## src/rtl/swc_fault_pkg.sv

```systemverilog
// Shared encodings for the switching-cycle fault accumulator.
package swc_fault_pkg;

    // Protection check selected by the mode field.
    typedef enum logic [1:0] {
        MODE_OV  = 2'b00,
        MODE_OC  = 2'b01,
        MODE_OL  = 2'b10,
        MODE_OFF = 2'b11
    } prot_mode_e;

    // Top-level protection state.
    typedef enum logic [1:0] {
        ST_RUN     = 2'b00,
        ST_LATCHED = 2'b01,
        ST_RESTART = 2'b10
    } fstate_e;

endpackage

```

## src/rtl/swc_qual_window.sv

```systemverilog
// Qualification window tracker.
// Tracks which phase (gate on / gate off) the converter is in and how many
// cycles have elapsed since the last gate strobe. From the selected mode and
// the blanking length it decides in which cycles the comparator counts, and
// it reports one verdict per switching cycle on the evaluating strobe.
// Assumes: strobes are single-cycle pulses; if both fire together, turn-on wins.
module swc_qual_window
    import swc_fault_pkg::*;
#(
    parameter int BLK_W      = 3,
    parameter int BLANK_STEP = 2,
    parameter int SCAN_LEN   = 4
) (
    input  logic             clk,
    input  logic             rst_n,
    input  logic             cmp_in,
    input  logic             gate_on_stb,
    input  logic             gate_off_stb,
    input  prot_mode_e       mode,
    input  logic [BLK_W-1:0] blank_sel,
    output logic             eval_vld,
    output logic             eval_up
);

    localparam int MAX_ELAP = ((1 << BLK_W) - 1) * BLANK_STEP + SCAN_LEN;
    localparam int ELAP_W   = $clog2(MAX_ELAP + 1);
    localparam int CMP_W    = ELAP_W + 1;

    logic              on_phase_q;
    logic [ELAP_W-1:0] elap_q;
    logic              trip_q;
    logic [CMP_W-1:0]  blank_len;
    logic [CMP_W-1:0]  scan_end;
    logic [CMP_W-1:0]  elap_ext;
    logic              past_blank;
    logic              in_scan;
    logic              any_stb;
    logic              qualify;

    // Window bounds derived from the blanking field.
    always_comb begin
        blank_len  = CMP_W'(int'(blank_sel) * BLANK_STEP);
        scan_end   = blank_len + CMP_W'(SCAN_LEN);
        elap_ext   = {1'b0, elap_q};
        past_blank = (elap_ext >= blank_len);
        in_scan    = (elap_ext < scan_end);
        any_stb    = gate_on_stb | gate_off_stb;
    end

    // Per-mode qualification of the current cycle.
    always_comb begin
        qualify = 1'b0;
        if (!any_stb && past_blank) begin
            unique case (mode)
                MODE_OV: qualify = !on_phase_q;
                MODE_OC: qualify = on_phase_q;
                MODE_OL: qualify = on_phase_q && in_scan;
                default: qualify = 1'b0;
            endcase
        end
    end

    // Phase, elapsed-cycle and trip-seen tracking.
    always_ff @(posedge clk) begin
        if (!rst_n) begin
            on_phase_q <= 1'b0;
            elap_q     <= '0;
            trip_q     <= 1'b0;
        end else if (any_stb) begin
            on_phase_q <= gate_on_stb;
            elap_q     <= '0;
            trip_q     <= 1'b0;
        end else begin
            if (elap_q != ELAP_W'(MAX_ELAP)) begin
                elap_q <= elap_q + 1'b1;
            end
            trip_q <= trip_q | (qualify & cmp_in);
        end
    end

    // Verdict on the evaluating strobe of the selected mode.
    always_comb begin
        unique case (mode)
            MODE_OV: begin
                eval_vld = gate_on_stb;
                eval_up  = trip_q;
            end
            MODE_OC: begin
                eval_vld = gate_off_stb && !gate_on_stb;
                eval_up  = trip_q;
            end
            MODE_OL: begin
                eval_vld = gate_off_stb && !gate_on_stb;
                eval_up  = !trip_q;
            end
            default: begin
                eval_vld = 1'b0;
                eval_up  = 1'b0;
            end
        endcase
    end

endmodule

```

## src/rtl/swc_event_counter.sv

```systemverilog
// Saturating up/down event counter.
// Steps by one per valid verdict, clamps at zero and at all-ones.
// Clear has priority over hold, and hold has priority over a step.
// Also exposes the next value, so a caller can compare it in the same cycle.
module swc_event_counter #(
    parameter int ACC_W = 4
) (
    input  logic             clk,
    input  logic             rst_n,
    input  logic             clear,
    input  logic             hold,
    input  logic             step_vld,
    input  logic             step_up,
    output logic [ACC_W-1:0] count,
    output logic [ACC_W-1:0] count_nxt
);

    localparam logic [ACC_W-1:0] CNT_MAX = {ACC_W{1'b1}};

    logic [ACC_W-1:0] cnt_q;

    // Next-value selection with saturation at both ends.
    always_comb begin
        count_nxt = cnt_q;
        if (clear) begin
            count_nxt = '0;
        end else if (!hold && step_vld) begin
            if (step_up) begin
                count_nxt = (cnt_q == CNT_MAX) ? cnt_q : cnt_q + 1'b1;
            end else begin
                count_nxt = (cnt_q == '0) ? cnt_q : cnt_q - 1'b1;
            end
        end
    end

    // Counter register.
    always_ff @(posedge clk) begin
        if (!rst_n) begin
            cnt_q <= '0;
        end else begin
            cnt_q <= count_nxt;
        end
    end

    assign count = cnt_q;

endmodule

```

## src/rtl/swc_restart_timer.sv

```systemverilog
// Restart delay timer.
// On start it counts (restart_val+1) ticks. Each tick is PRESCALE clock
// cycles, or PRESCALE << SLOW_SHIFT cycles when slow_sel is 1. It raises done
// for one cycle on the last clock of the last tick.
// Assumes: restart_val and slow_sel are static while the timer is busy.
module swc_restart_timer #(
    parameter int PRESCALE   = 8,
    parameter int SLOW_SHIFT = 2,
    parameter int RST_W      = 6
) (
    input  logic             clk,
    input  logic             rst_n,
    input  logic             start,
    input  logic [RST_W-1:0] restart_val,
    input  logic             slow_sel,
    output logic             busy,
    output logic             done
);

    localparam int SLOW_PER = PRESCALE << SLOW_SHIFT;
    localparam int PRE_W    = (SLOW_PER > 1) ? $clog2(SLOW_PER) : 1;

    logic [PRE_W-1:0] pre_q;
    logic [PRE_W-1:0] pre_last;
    logic [RST_W-1:0] tick_q;
    logic             busy_q;
    logic             tick_end;

    // Last prescaler value; the slow variant only exists when it differs.
    generate
        if (SLOW_SHIFT == 0) begin : g_single_base
            assign pre_last = PRE_W'(PRESCALE - 1);
        end else begin : g_dual_base
            assign pre_last = slow_sel ? PRE_W'(SLOW_PER - 1) : PRE_W'(PRESCALE - 1);
        end
    endgenerate

    // Tick and completion detection.
    always_comb begin
        tick_end = busy_q && (pre_q == pre_last);
        done     = tick_end && (tick_q == restart_val);
    end

    // Prescaler, tick counter and busy flag.
    always_ff @(posedge clk) begin
        if (!rst_n) begin
            busy_q <= 1'b0;
            pre_q  <= '0;
            tick_q <= '0;
        end else if (start) begin
            busy_q <= 1'b1;
            pre_q  <= '0;
            tick_q <= '0;
        end else if (busy_q) begin
            if (tick_end) begin
                pre_q <= '0;
                if (done) begin
                    busy_q <= 1'b0;
                end else begin
                    tick_q <= tick_q + 1'b1;
                end
            end else begin
                pre_q <= pre_q + 1'b1;
            end
        end
    end

    assign busy = busy_q;

endmodule

```

## src/rtl/swc_fault_accum.sv

```systemverilog
// Switching-cycle fault event accumulator (top).
// Combines the qualification window, the event counter and the restart
// timer. A fault is declared when an update brings the counter to
// cnt_limit or above. The fault then either latches or runs the restart
// timer, after which the counter is cleared.
// Assumes: configuration inputs are static; cmp_in is already synchronous.
module swc_fault_accum
    import swc_fault_pkg::*;
#(
    parameter int ACC_W      = 4,
    parameter int LIM_W      = 3,
    parameter int BLK_W      = 3,
    parameter int RST_W      = 6,
    parameter int BLANK_STEP = 2,
    parameter int SCAN_LEN   = 4,
    parameter int PRESCALE   = 8,
    parameter int SLOW_SHIFT = 2
) (
    input  logic             clk,
    input  logic             rst_n,
    input  logic             cmp_in,
    input  logic             gate_on_stb,
    input  logic             gate_off_stb,
    input  logic             prot_dis,
    input  logic [1:0]       mode_sel,
    input  logic [BLK_W-1:0] blank_sel,
    input  logic [LIM_W-1:0] cnt_limit,
    input  logic             latch_en,
    input  logic [RST_W-1:0] restart_val,
    input  logic             slow_sel,
    input  logic             shdn_sel,
    output logic             fault,
    output logic             gate_en,
    output logic [ACC_W-1:0] evt_count
);

    prot_mode_e       mode;
    fstate_e          state_q;
    fstate_e          state_d;
    logic             enabled;
    logic             in_run;
    logic             eval_vld;
    logic             eval_up;
    logic             step_vld;
    logic             acc_clear;
    logic             fault_hit;
    logic             rs_start;
    logic             rs_busy;
    logic             rs_done;
    logic [ACC_W-1:0] count_nxt;

    // Decode the mode and the enable (enable bit is active low).
    always_comb begin
        mode    = prot_mode_e'(mode_sel);
        enabled = !prot_dis && (mode != MODE_OFF);
        in_run  = (state_q == ST_RUN);
    end

    swc_qual_window #(
        .BLK_W      (BLK_W),
        .BLANK_STEP (BLANK_STEP),
        .SCAN_LEN   (SCAN_LEN)
    ) u_window (
        .clk          (clk),
        .rst_n        (rst_n),
        .cmp_in       (cmp_in),
        .gate_on_stb  (gate_on_stb),
        .gate_off_stb (gate_off_stb),
        .mode         (mode),
        .blank_sel    (blank_sel),
        .eval_vld     (eval_vld),
        .eval_up      (eval_up)
    );

    // Counter control: clear when disabled or when a restart completes.
    always_comb begin
        step_vld  = eval_vld && enabled;
        acc_clear = (in_run && !enabled) || rs_done;
    end

    swc_event_counter #(
        .ACC_W (ACC_W)
    ) u_counter (
        .clk       (clk),
        .rst_n     (rst_n),
        .clear     (acc_clear),
        .hold      (!in_run),
        .step_vld  (step_vld),
        .step_up   (eval_up),
        .count     (evt_count),
        .count_nxt (count_nxt)
    );

    // Fault declaration on the updating edge.
    always_comb begin
        fault_hit = in_run && step_vld && (count_nxt >= ACC_W'(cnt_limit));
        rs_start  = fault_hit && !latch_en;
    end

    swc_restart_timer #(
        .PRESCALE   (PRESCALE),
        .SLOW_SHIFT (SLOW_SHIFT),
        .RST_W      (RST_W)
    ) u_restart (
        .clk         (clk),
        .rst_n       (rst_n),
        .start       (rs_start),
        .restart_val (restart_val),
        .slow_sel    (slow_sel),
        .busy        (rs_busy),
        .done        (rs_done)
    );

    // Next-state selection for the protection state.
    always_comb begin
        state_d = state_q;
        unique case (state_q)
            ST_RUN: begin
                if (fault_hit) begin
                    state_d = latch_en ? ST_LATCHED : ST_RESTART;
                end
            end
            ST_RESTART: begin
                if (rs_done || !rs_busy) begin
                    state_d = ST_RUN;
                end
            end
            ST_LATCHED: state_d = ST_LATCHED;
            default:    state_d = ST_RUN;
        endcase
    end

    // Protection state register.
    always_ff @(posedge clk) begin
        if (!rst_n) begin
            state_q <= ST_RUN;
        end else begin
            state_q <= state_d;
        end
    end

    // Output decode.
    always_comb begin
        fault   = !in_run;
        gate_en = !(fault && shdn_sel);
    end

endmodule

```

## config.mk

```make
export PLATFORM = sky130hd
export DESIGN_NAME = swc_fault_accum
export DESIGN_NICKNAME = d
export VERILOG_FILES = /design/src/rtl/swc_fault_pkg.sv /design/src/rtl/swc_qual_window.sv /design/src/rtl/swc_event_counter.sv /design/src/rtl/swc_restart_timer.sv /design/src/rtl/swc_fault_accum.sv
export SDC_FILE = /design/constraint.sdc
export NUM_CORES = 1
export LEC_CHECK = 0
export BUFFER_PORTS_ARGS = -buffer_cell sky130_fd_sc_hd__clkbuf_2
export CORE_MARGIN = 4
export CORE_UTILIZATION = 43
export DETAILED_ROUTE_END_ITERATION = 10
export GPL_TIMING_DRIVEN = 0
export PLACE_DENSITY_LB_ADDON = 0.25
export SLEW_MARGIN = 0
export SYNTH_ARGS = -nofsm -noshare
export SYNTH_HDL_FRONTEND = slang
export SYNTH_SLANG_ARGS = --single-unit
```

## constraint.sdc

```tcl
create_clock -name clk -period 3.85 [get_ports clk]
set_input_delay 0.5775 -clock clk [delete_from_list [all_inputs] [get_ports clk]]
set_output_delay 0.5775 -clock clk [all_outputs]
set_load 0.02 [all_outputs]
```

==> results_dict.tcl, run 1 <==
set metrics [dict create \
    grt_first_pass_wirelength_um 6690 \
    cts_htree_levels 1 \
    ctsRootBufferMaster "clkbuf_8" \
    dp_cells 293 \
    multi_input_area_um2 1260 \
    io_pins 29 \
    cts_tree "done" \
    wire_per_inst_um 13.1 \
    end_kind "register" \
    min_path_type "reg -> reg" \
    grt_setup_unrepaired "false" \
    cp.arrival_ns 3.61 \
    period_minus_slack_ns 3.47 \
    coreArea_um2 4120 \
    synthesis.instances 215 \
    nets 293 \
    synth_area_per_cell_um2 8.73 \
    detail-route-antenna-nets 0 \
    layout-drive-gt1-share_pct 20.2 \
    maxSlewHeadroom_pct 60.2 \
    fin_util_pct 52.1 \
    startpoint_type "input pin" \
    track_usage_pct 15.2 \
    critical_path.max_fanout 9 \
    dr.pass1.iters 4 \
    worst_pin_slew_ns 0.596 \
    overflow 0 \
    syn_nets 259 \
    initial_core_util_pct 45.6 \
    placed_area_um2 2080 \
    cts.sinks 25 \
    clock_path_buffers 2 \
    drv_slew 0 \
    wl_um 3900 \
    synthTopCellsByArea "dfxtp_1 27%, ha_1 14%, xor2_1 5.1%" \
    clk_pin_slew_worst_paths_ns 0.09 \
    async_reset_ff_share_pct 0 \
    vias 1602 \
    finalSetupViolCount 0 \
    rows 23 \
    final_cell_mix "28 x clkbuf_2, 25 x dfxtp_1, 21 x inv_1, 21 x ha_1, 15 x nor2_1" \
    power_leakage_nw 0.897 \
    synth_seq_cells 25 \
    die_h_um 74.1 \
    grt_max_degree 16 \
    regArea_um2 500 \
    ys_seq_area_share_pct 26.7 \
    irDropWorstVdd_uv 150 \
    synth_flop_cell "dfxtp_1" \
    final_cells 298 \
    port-buffer-count 28 \
    hpwlAfterDp_um 3040 \
    power_density_nw_per_um2 231 \
    n_antenna_cell 0 \
    viasPerCell 5.38 \
    antenna_found_initial 0 \
    hold_buffers 0 \
    final.period_utilization_pct 90.1 \
    remaining_drc_errors 0 \
    synth.largest_area_cell "dfxtp_1" \
    mostFrequentLayoutCell "clkbuf_2" \
    design_area_um2 2140 \
    synth_edf_count 0 \
    r2r_setup_slack_ns 0.52 \
    gp_congestion 0.788 \
    area_growth_pct 14.1 \
    fmax_mhz 288 \
    hold_viol 0 \
    drt_iter0_drc 85 \
    yosys.area.top_type_share_pct 26.7 \
    worst_skew_pair.late_latency_ns 0.27 \
    yosys_warnings 0 \
    dieWidth_um 74.1 \
    fillers 414 \
    dieArea_um2 5490 \
    clock_skew_ns 0.00378 \
    status "finished clean" \
    power_mw 0.495 \
    worst-setup-path-type "in -> reg" \
    cts_buffers 3 \
    required_ns 3.99 \
    drv_cap 0 \
    synth_cell_types 57 \
    grt_pass1_vias 1483 \
    synth_area_um2 1880 \
]
synthesized netlist by cell type, types with 2 or more instances:
library cell   n
dfxtp_1       25
ha_1          21
inv_1         21
nor2_1        15
a211oi_1      12
xor2_1        11
nor3_1         9
xnor2_1        8
a21oi_1        7
nand2_1        7
nand3_1        7
nand2b_1       6
a2bb2oi_1      3
mux2i_1        3
nand4_1        3
o21ai_0        3
or2_2          3
or3_1          3
a2111oi_0      2
a221oi_1       2
and3_1         2
buf_6          2
clkbuf_1       2
nand3b_1       2
nor2b_1        2
nor4_1         2
o211a_1        2
metrics by stage:
stage | setup TNS (ns) | worst slack [ns] | hold slack, ns
finish | 0 | 0.381 | 0.494
detailed placement | -2.39 | -0.342 | 0.475
global route | 0 | 0.120 | 0.542
global placement | -1.73 | -0.269 | 0.466
CTS | 0 | 0.230 | 0.488
floorplan | 0 | 0.333 | 0.444
final cells by class:
| cell class | count | share of cell area [%] |
|---|---|---|
| multi-input cells | 162 | 58.9 |
| flip-flops and latches | 25 | 23.4 |
| repair buffers | 29 | 6.89 |
| inverters | 23 | 4.03 |
| well taps | 50 | 2.92 |
| clock buffers | 3 | 1.93 |
| plain buffers | 5 | 1.64 |
| clock inverters | 1 | 0.350 |
timing repair:
action | CTS | global route
pin swaps | 1 | 0
hold endpoints to repair | 0 | 0
gates resized for setup | 0 | 1
buffers inserted | 1 | 0
setup endpoints to repair | 1 | 1
final timing paths:
kind,cells past startpoint,startpoint,to
worst min-delay path,2,u_window.trip_q,u_window.trip_q
worst max-delay path,14,mode_sel[0],u_restart.pre_q[3]
worst min register to register,2,u_window.trip_q,u_window.trip_q
worst max register to register,12,u_counter.count[1],u_restart.pre_q[3]
worst max-delay path, cell delays in order:
cell	delay (ns)
clkbuf_2	0.12
inv_1	0.06
ha_1	0.25
nor3b_4	0.38
o32a_2	0.23
o21ai_0	0.11
xnor2_1	0.17
or2_2	0.28
ha_1	0.26
nand2b_1	0.14
a21o_1	0.18
a21oi_1	0.28
o21ai_2	0.14
a2111oi_0	0.44
state kept, by name (all words and copies together) (netlist names):
name / count
state_q: 2
u_counter.count: 4
u_restart.busy: 1
u_restart.pre_q: 5
u_restart.tick_q: 6
u_window.elap_q: 5
u_window.on_phase_q: 1
u_window.trip_q: 1
power breakdown:
part / switching, mW / leakage [nW] / internal (mW)
clock: 0.0872 / 0.0217 / 0.0734
combinational: 0.0411 / 0.673 / 0.0317
sequential: 0.00186 / 0.202 / 0.260
per-layer routing:
metal / part of all wire (%) / track usage, % / vias up
met4: 0.69 / 3.02 / 0
met5: 0 / 0 / -
met2: 44 / 24.1 / 24
met3: 4.5 / 3.51 / 4
li1: - / - / 843
met1: 50 / 21.2 / 731
cells by family (layout without fill, tap and decap cells):
group                      Yosys count  after routing  share of synthesized area, %
AOI/OAI and AO/OA                   48             48                          20.5
xor gates and xnor gates            19             19                          8.87
adders and majority gates           21             21                          14.0
buffers and inverters               28             61                          6.47
DFF                                 25             25                          26.7
muxes                                3              3                          1.60
and+or+nand+nor                     71             71                          21.9
(Power assumes the default switching activity.)
==> inputs of run 2 (changes only) <==
- ABC_AREA: unset -> 1
==> results_dict.tcl, run 2 <==
set metrics [dict create \
    status "finished clean" \
    tns_ns 0 \
    finalSetupViolCount 0 \
    track_usage_pct 14.5 \
    grt_util_met1_pct 19.6 \
    synth_area_um2 1910 \
    n_antenna_cell 0 \
    fmax_mhz 364 \
    p_int_mw 0.364 \
    remaining_drc_errors 0 \
    port-buffer-count 28 \
    cts.sinks 25 \
    die_h_um 74.6 \
    cts_setup_buffers 0 \
    layout-drive-gt1-share_pct 17.8 \
    dieWidth_um 74.6 \
    power.switching_mw 0.137 \
    ctsResizeCount 0 \
    multi_input_area_um2 1180 \
    worst-setup-path-type "in -> reg" \
    cts_tree "done" \
    power_density_nw_per_um2 232 \
    grt_setup_unrepaired "false" \
    reg2reg_to "u_restart.tick_q[5]" \
    fillers 436 \
    synthTopCellsByArea "dfxtp_1 26%, ha_1 14%, nand2_1 12%" \
    async_reset_ff_share_pct 0 \
    mostFrequentLayoutCell "nand2_1" \
    worst_pin_slew_ns 0.359 \
    synth.largest_area_cell "dfxtp_1" \
    maxSlewHeadroom_pct 75.9 \
    path_buf_inv 3 \
    worst_path_max_delay_cell "ha_1" \
    grt_first_pass_wirelength_um 6270 \
    gp_congestion 0.827 \
    wire_per_inst_um 9.72 \
    r2r_start "u_counter.count[1]" \
    synth_area_per_cell_um2 6.88 \
    detail-route-antenna-nets 0 \
    top_regs "u_restart.tick_q (6), u_restart.pre_q (5), u_window.elap_q (5)" \
    ctsRootBufferMaster "clkbuf_8" \
    met3_usage_pct 3.38 \
    hold_buffers 0 \
    startpoint_type "input pin" \
    r2r_setup_slack_ns 1.22 \
    io_pins 29 \
    cp_slowest_stage_delay_ns 0.29 \
    cp.arrival_ns 2.98 \
    vias 1684 \
    cts_buffers 3 \
    clock_skew_ns 0.0127 \
    seqPwrFrac_pct 52.5 \
    regArea_um2 500 \
    synth_flop_cell "dfxtp_1" \
    area_growth_pct 13.2 \
    end_kind "register" \
    drv_slew 0 \
    drt_iter0_drc 70 \
    worst_skew_pair.late_latency_ns 0.28 \
    wl_um 3490 \
    final_cell_mix "61 x nand2_1, 57 x inv_1, 28 x clkbuf_2" \
    largest_reg_flops 6 \
    overflow 0 \
    top_register "u_restart.tick_q" \
    rows 23 \
    yosys_warnings 0 \
    grt_pass1_vias 1480 \
    synth_edf_count 0 \
    globalRouteMet2Util_pct 22.6 \
    final.period_utilization_pct 71.4 \
    synthesis.instances 277 \
    clock_path_buffers 2 \
    worst_hold_slack_ns 0.479 \
    clk_pin_slew_worst_paths_ns 0.10 \
    top_usage_layer "met2" \
    path_common_cell "nand2_1" \
    synth.most_common_cell "nand2_1" \
    synthTopCellsByCount "61 x nand2_1, 57 x inv_1, 26 x nor2_1, 25 x dfxtp_1, 21 x ha_1" \
    synth_cell_types 26 \
    grt_max_degree 16 \
    drv_cap 0 \
    nets 354 \
    hold_start "u_window.trip_q" \
    syn_nets 321 \
    dr.pass1.iters 4 \
    period_minus_slack_ns 2.75 \
    rr_worst_depth 18 \
    ys_seq_area_share_pct 26.3 \
    initial_core_util_pct 46.0 \
    antenna_found_initial 0 \
    swShare_pct 27.4 \
    min_path_type "reg -> reg" \
    whs_endpoint "u_window.trip_q" \
    viasPerCell 4.69 \
    critical_path.max_fanout 10 \
    pwr-share-clk_pct 32.9 \
    synth_seq_cells 25 \
    coreArea_um2 4140 \
    hpwlAfterDp_um 2880 \
    irDropWorstVdd_uv 136 \
    cp_top_family "simple AND/OR/NAND/NOR gates" \
    power_leakage_nw 1.06 \
    hold_viol 0 \
    crit_path_cell_trace "clkbuf_2 -> inv_1 -> ha_1 -> or2_1 -> nand2_1 -> nand2_1 -> nand2_1 -> nand2_1 -> a21oi_1 -> o21ai_0 -> ha_1 -> o21ai_0 -> nand2_1 -> a21oi_1 -> nand2_2 -> nand3_2 -> nand2_2 -> buf_6 -> nor2_2" \
    dieArea_um2 5560 \
    p_comb_share_pct 14.6 \
    cts_htree_levels 1 \
    yosys.area.top_type_share_pct 26.3 \
    holdPathStages 2 \
    required_ns 4.08 \
]
run 2: layer usage:
metal	share of wire [%]	wire (um)
met5	0	0
met2	45	1570
met3	4.7	165
met1	49	1710
met4	1.3	46
run 2: area by class of cell:
type	count	share of cell area [%]
flip-flops and latches	25	23.2
repair buffers	28	6.50
inverters	57	9.92
clock inverters	1	0.348
clock buffers	3	1.91
plain buffers	1	0.522
multi-input cells	194	54.7
well taps	50	2.90
run 2: worst max path at each step:
stage                      startpoint                   to  depth (start not counted)
after floorplan           mode_sel[0]   u_restart.pre_q[3]                         18
after global placement    mode_sel[0]   u_restart.pre_q[2]                         19
after detailed placement  mode_sel[0]  u_restart.tick_q[5]                         19
after CTS                 mode_sel[0]  u_restart.tick_q[5]                         19
after global routing      mode_sel[0]  u_restart.tick_q[1]                         21
final                     mode_sel[0]  u_restart.tick_q[5]                         19
run 2: cell families after synthesis:
group | after synthesis | synth area share (%)
AO/OA/AOI/OAI | 30 | 9.13
adder cells (fa/ha/maj) | 21 | 13.8
AND/OR/NAND/NOR | 133 | 34.4
buffers and inverters | 58 | 11.8
flip-flops | 25 | 26.3
XOR/XNOR | 10 | 4.60
run 2: worst register-to-register path: stages, from the launching register on:
cell,delay (ns)
dfxtp_1,0.47
ha_1,0.23
nand2_1,0.06
nor2_1,0.21
nor2_1,0.10
inv_1,0.08
nand2_1,0.05
nand2_1,0.07
a21oi_1,0.06
o21ai_0,0.11
ha_1,0.28
o21ai_0,0.15
nand2_1,0.07
a21oi_1,0.18
nand2_2,0.09
nand3_2,0.08
nand2_2,0.06
buf_6,0.15
nor2_2,0.08
run 2: stage by stage:
step           util (%)  instance area [um^2]  instances  total power [mW]  setup slack (ns)
2_1_floorplan         -                  1910        277             0.318              1.21
3_3_place_gp       50.9                  2110        355             0.342             0.766
3_5_place_dp       50.9                  2110        355             0.343             0.779
4_1_cts            52.1                  2160        359             0.512              1.08
5_1_grt            52.1                  2160        359             0.530             0.770
6_report           52.1                  2160        359             0.501              1.10
run 2: power groups by stage:
stage | registers [mW] | logic, mW | clock network [mW]
finish | 0.263 | 0.0731 | 0.165
global route | 0.264 | 0.0850 | 0.182
CTS | 0.263 | 0.0742 | 0.175
detailed placement | 0.269 | 0.0739 | 0
global placement | 0.269 | 0.0727 | 0
floorplan | 0.269 | 0.0488 | 0
==> inputs of run 3 (changes only) <==
- clock period: 3.85 -> 2.9 ns (I/O delays scaled with it)
==> results_dict.tcl, run 3 (same netlist as run 2, synthesis figures left out) <==
set metrics [dict create \
    status "finished clean" \
    startpoint_type "input pin" \
    required_ns 3.13 \
    drv_slew 0 \
    layout-drive-gt1-share_pct 18.8 \
    end_kind "register" \
    io_pins 29 \
    rows 23 \
    coreArea_um2 4140 \
    power.switching_mw 0.182 \
    irDropWorstVdd_uv 180 \
    port-buffer-count 28 \
    hold_buffers 0 \
    design_area_um2 2160 \
    power_leakage_nw 1.06 \
    p_comb_share_pct 14.7 \
    dieArea_um2 5560 \
    dieWidth_um 74.6 \
    worst_skew_pair.late_latency_ns 0.28 \
    clock_path_buffers 2 \
    grt_pass1_vias 1480 \
    pwr-share-clk_pct 32.8 \
    finalSetupViolCount 0 \
    track_usage_pct 14.5 \
    critical_path.max_fanout 10 \
    hold_viol 0 \
    gp_congestion 0.827 \
    drt_iter0_drc 65 \
    wl_um 3500 \
    dr.pass1.iters 4 \
    cts_htree_levels 1 \
    antenna_found_initial 0 \
    dp_cells 355 \
    area_growth_pct 13.5 \
    worst_hold_slack_ns 0.417 \
    initial_core_util_pct 46.0 \
    remaining_drc_errors 0 \
    mostFrequentLayoutCell "nand2_1" \
    grt_setup_unrepaired "false" \
    placed_area_um2 2110 \
    maxSlewHeadroom_pct 76.0 \
    vias 1671 \
    swShare_pct 27.3 \
    detail-route-antenna-nets 0 \
    fmax_mhz 387 \
    final.period_utilization_pct 89.2 \
    n_antenna_cell 0 \
    min_path_type "in -> reg" \
    cp.arrival_ns 2.81 \
    drv_cap 0 \
    multi_input_area_um2 1180 \
    wire_per_inst_um 9.76 \
    cts_tree "done" \
    worst_pin_slew_ns 0.357 \
    fin_util_pct 52.2 \
    clock_skew_ns 0.0126 \
    cts.sinks 25 \
    viasPerCell 4.65 \
    p_int_mw 0.483 \
    fillers 434 \
    seqPwrFrac_pct 52.5 \
    worst-setup-path-type "in -> reg" \
    grt_max_degree 16 \
    top_regs "u_restart.tick_q (6), u_restart.pre_q (5), u_window.elap_q (5)" \
    hpwlAfterDp_um 2880 \
    largest_reg_flops 6 \
    power_density_nw_per_um2 307 \
    clk_pin_slew_worst_paths_ns 0.10 \
    power_mw 0.665 \
    die_h_um 74.6 \
    r2r_setup_slack_ns 0.32 \
    period_minus_slack_ns 2.59 \
    regArea_um2 502 \
    cts_buffers 3 \
    overflow 0 \
    grt_first_pass_wirelength_um 6270 \
    top_register "u_restart.tick_q" \
    final_cell_mix "60 x nand2_1, 57 x inv_1, 28 x clkbuf_2" \
    nets 354 \
    ctsRootBufferMaster "clkbuf_8" \
    final_cells 359 \
]
[run 3: cell type report]
| class | count | area share [%] |
|---|---|---|
| multi-input cells | 194 | 54.8 |
| flip-flops and latches | 25 | 23.2 |
| inverters | 57 | 9.89 |
| repair buffers | 28 | 6.48 |
| well taps | 50 | 2.89 |
| clock buffers | 3 | 1.91 |
| plain buffers | 1 | 0.521 |
| clock inverters | 1 | 0.347 |
[run 3: what timing repair did]
item	in CTS	in global routing
endpoints found under the setup margin	0	10
resized for setup	0	3
setup buffers	0	0
[run 3: power groups by stage]
stage | combinational, mW | clock (mW) | sequential (mW)
2_1_floorplan | 0.0648 | 0 | 0.357
3_3_place_gp | 0.0966 | 0 | 0.357
3_5_place_dp | 0.0981 | 0 | 0.357
4_1_cts | 0.0985 | 0.232 | 0.349
5_1_grt | 0.114 | 0.241 | 0.350
6_report | 0.0975 | 0.218 | 0.349
[run 3: worst max-delay path, stage by stage]
cell,delay (ns)
clkbuf_2,0.12
inv_1,0.06
ha_1,0.21
or2_1,0.26
nand2_2,0.13
nand2_1,0.06
nand2_1,0.06
nand2_1,0.05
a21oi_1,0.12
o21ai_0,0.12
ha_1,0.29
o21ai_0,0.15
nand2_1,0.07
a21oi_1,0.19
nand2_2,0.09
nand3_2,0.09
nand2_2,0.06
buf_6,0.15
nor2_2,0.08
[run 3: final timing paths]
| kind | depth (start not counted) | from | to |
|---|---|---|---|
| setup / recovery | 19 | mode_sel[0] | u_restart.tick_q[5] |
| hold reg to reg | 2 | u_window.trip_q | u_window.trip_q |
| hold / removal | 3 | rst_n | u_restart.pre_q[1] |
| setup reg to reg | 18 | u_counter.count[0] | u_restart.tick_q[5] |
[run 3: metal layers]
metal / up-vias / wire length (um) / track usage [%]
li1: 930 / - / -
met1: 713 / 1730 / 19.6
met2: 24 / 1560 / 22.6
met3: 4 / 153 / 3.38
met4: 0 / 51 / 4.74
met5: - / 0 / 0
[run 3: metrics by stage]
step                      setup TNS (ns)  setup WS [ns]
after floorplan                        0          0.403
after global placement            -0.396        -0.0419
after detailed placement          -0.189        -0.0282
after CTS                              0          0.263
after global routing                   0        0.00919
final                                  0          0.315
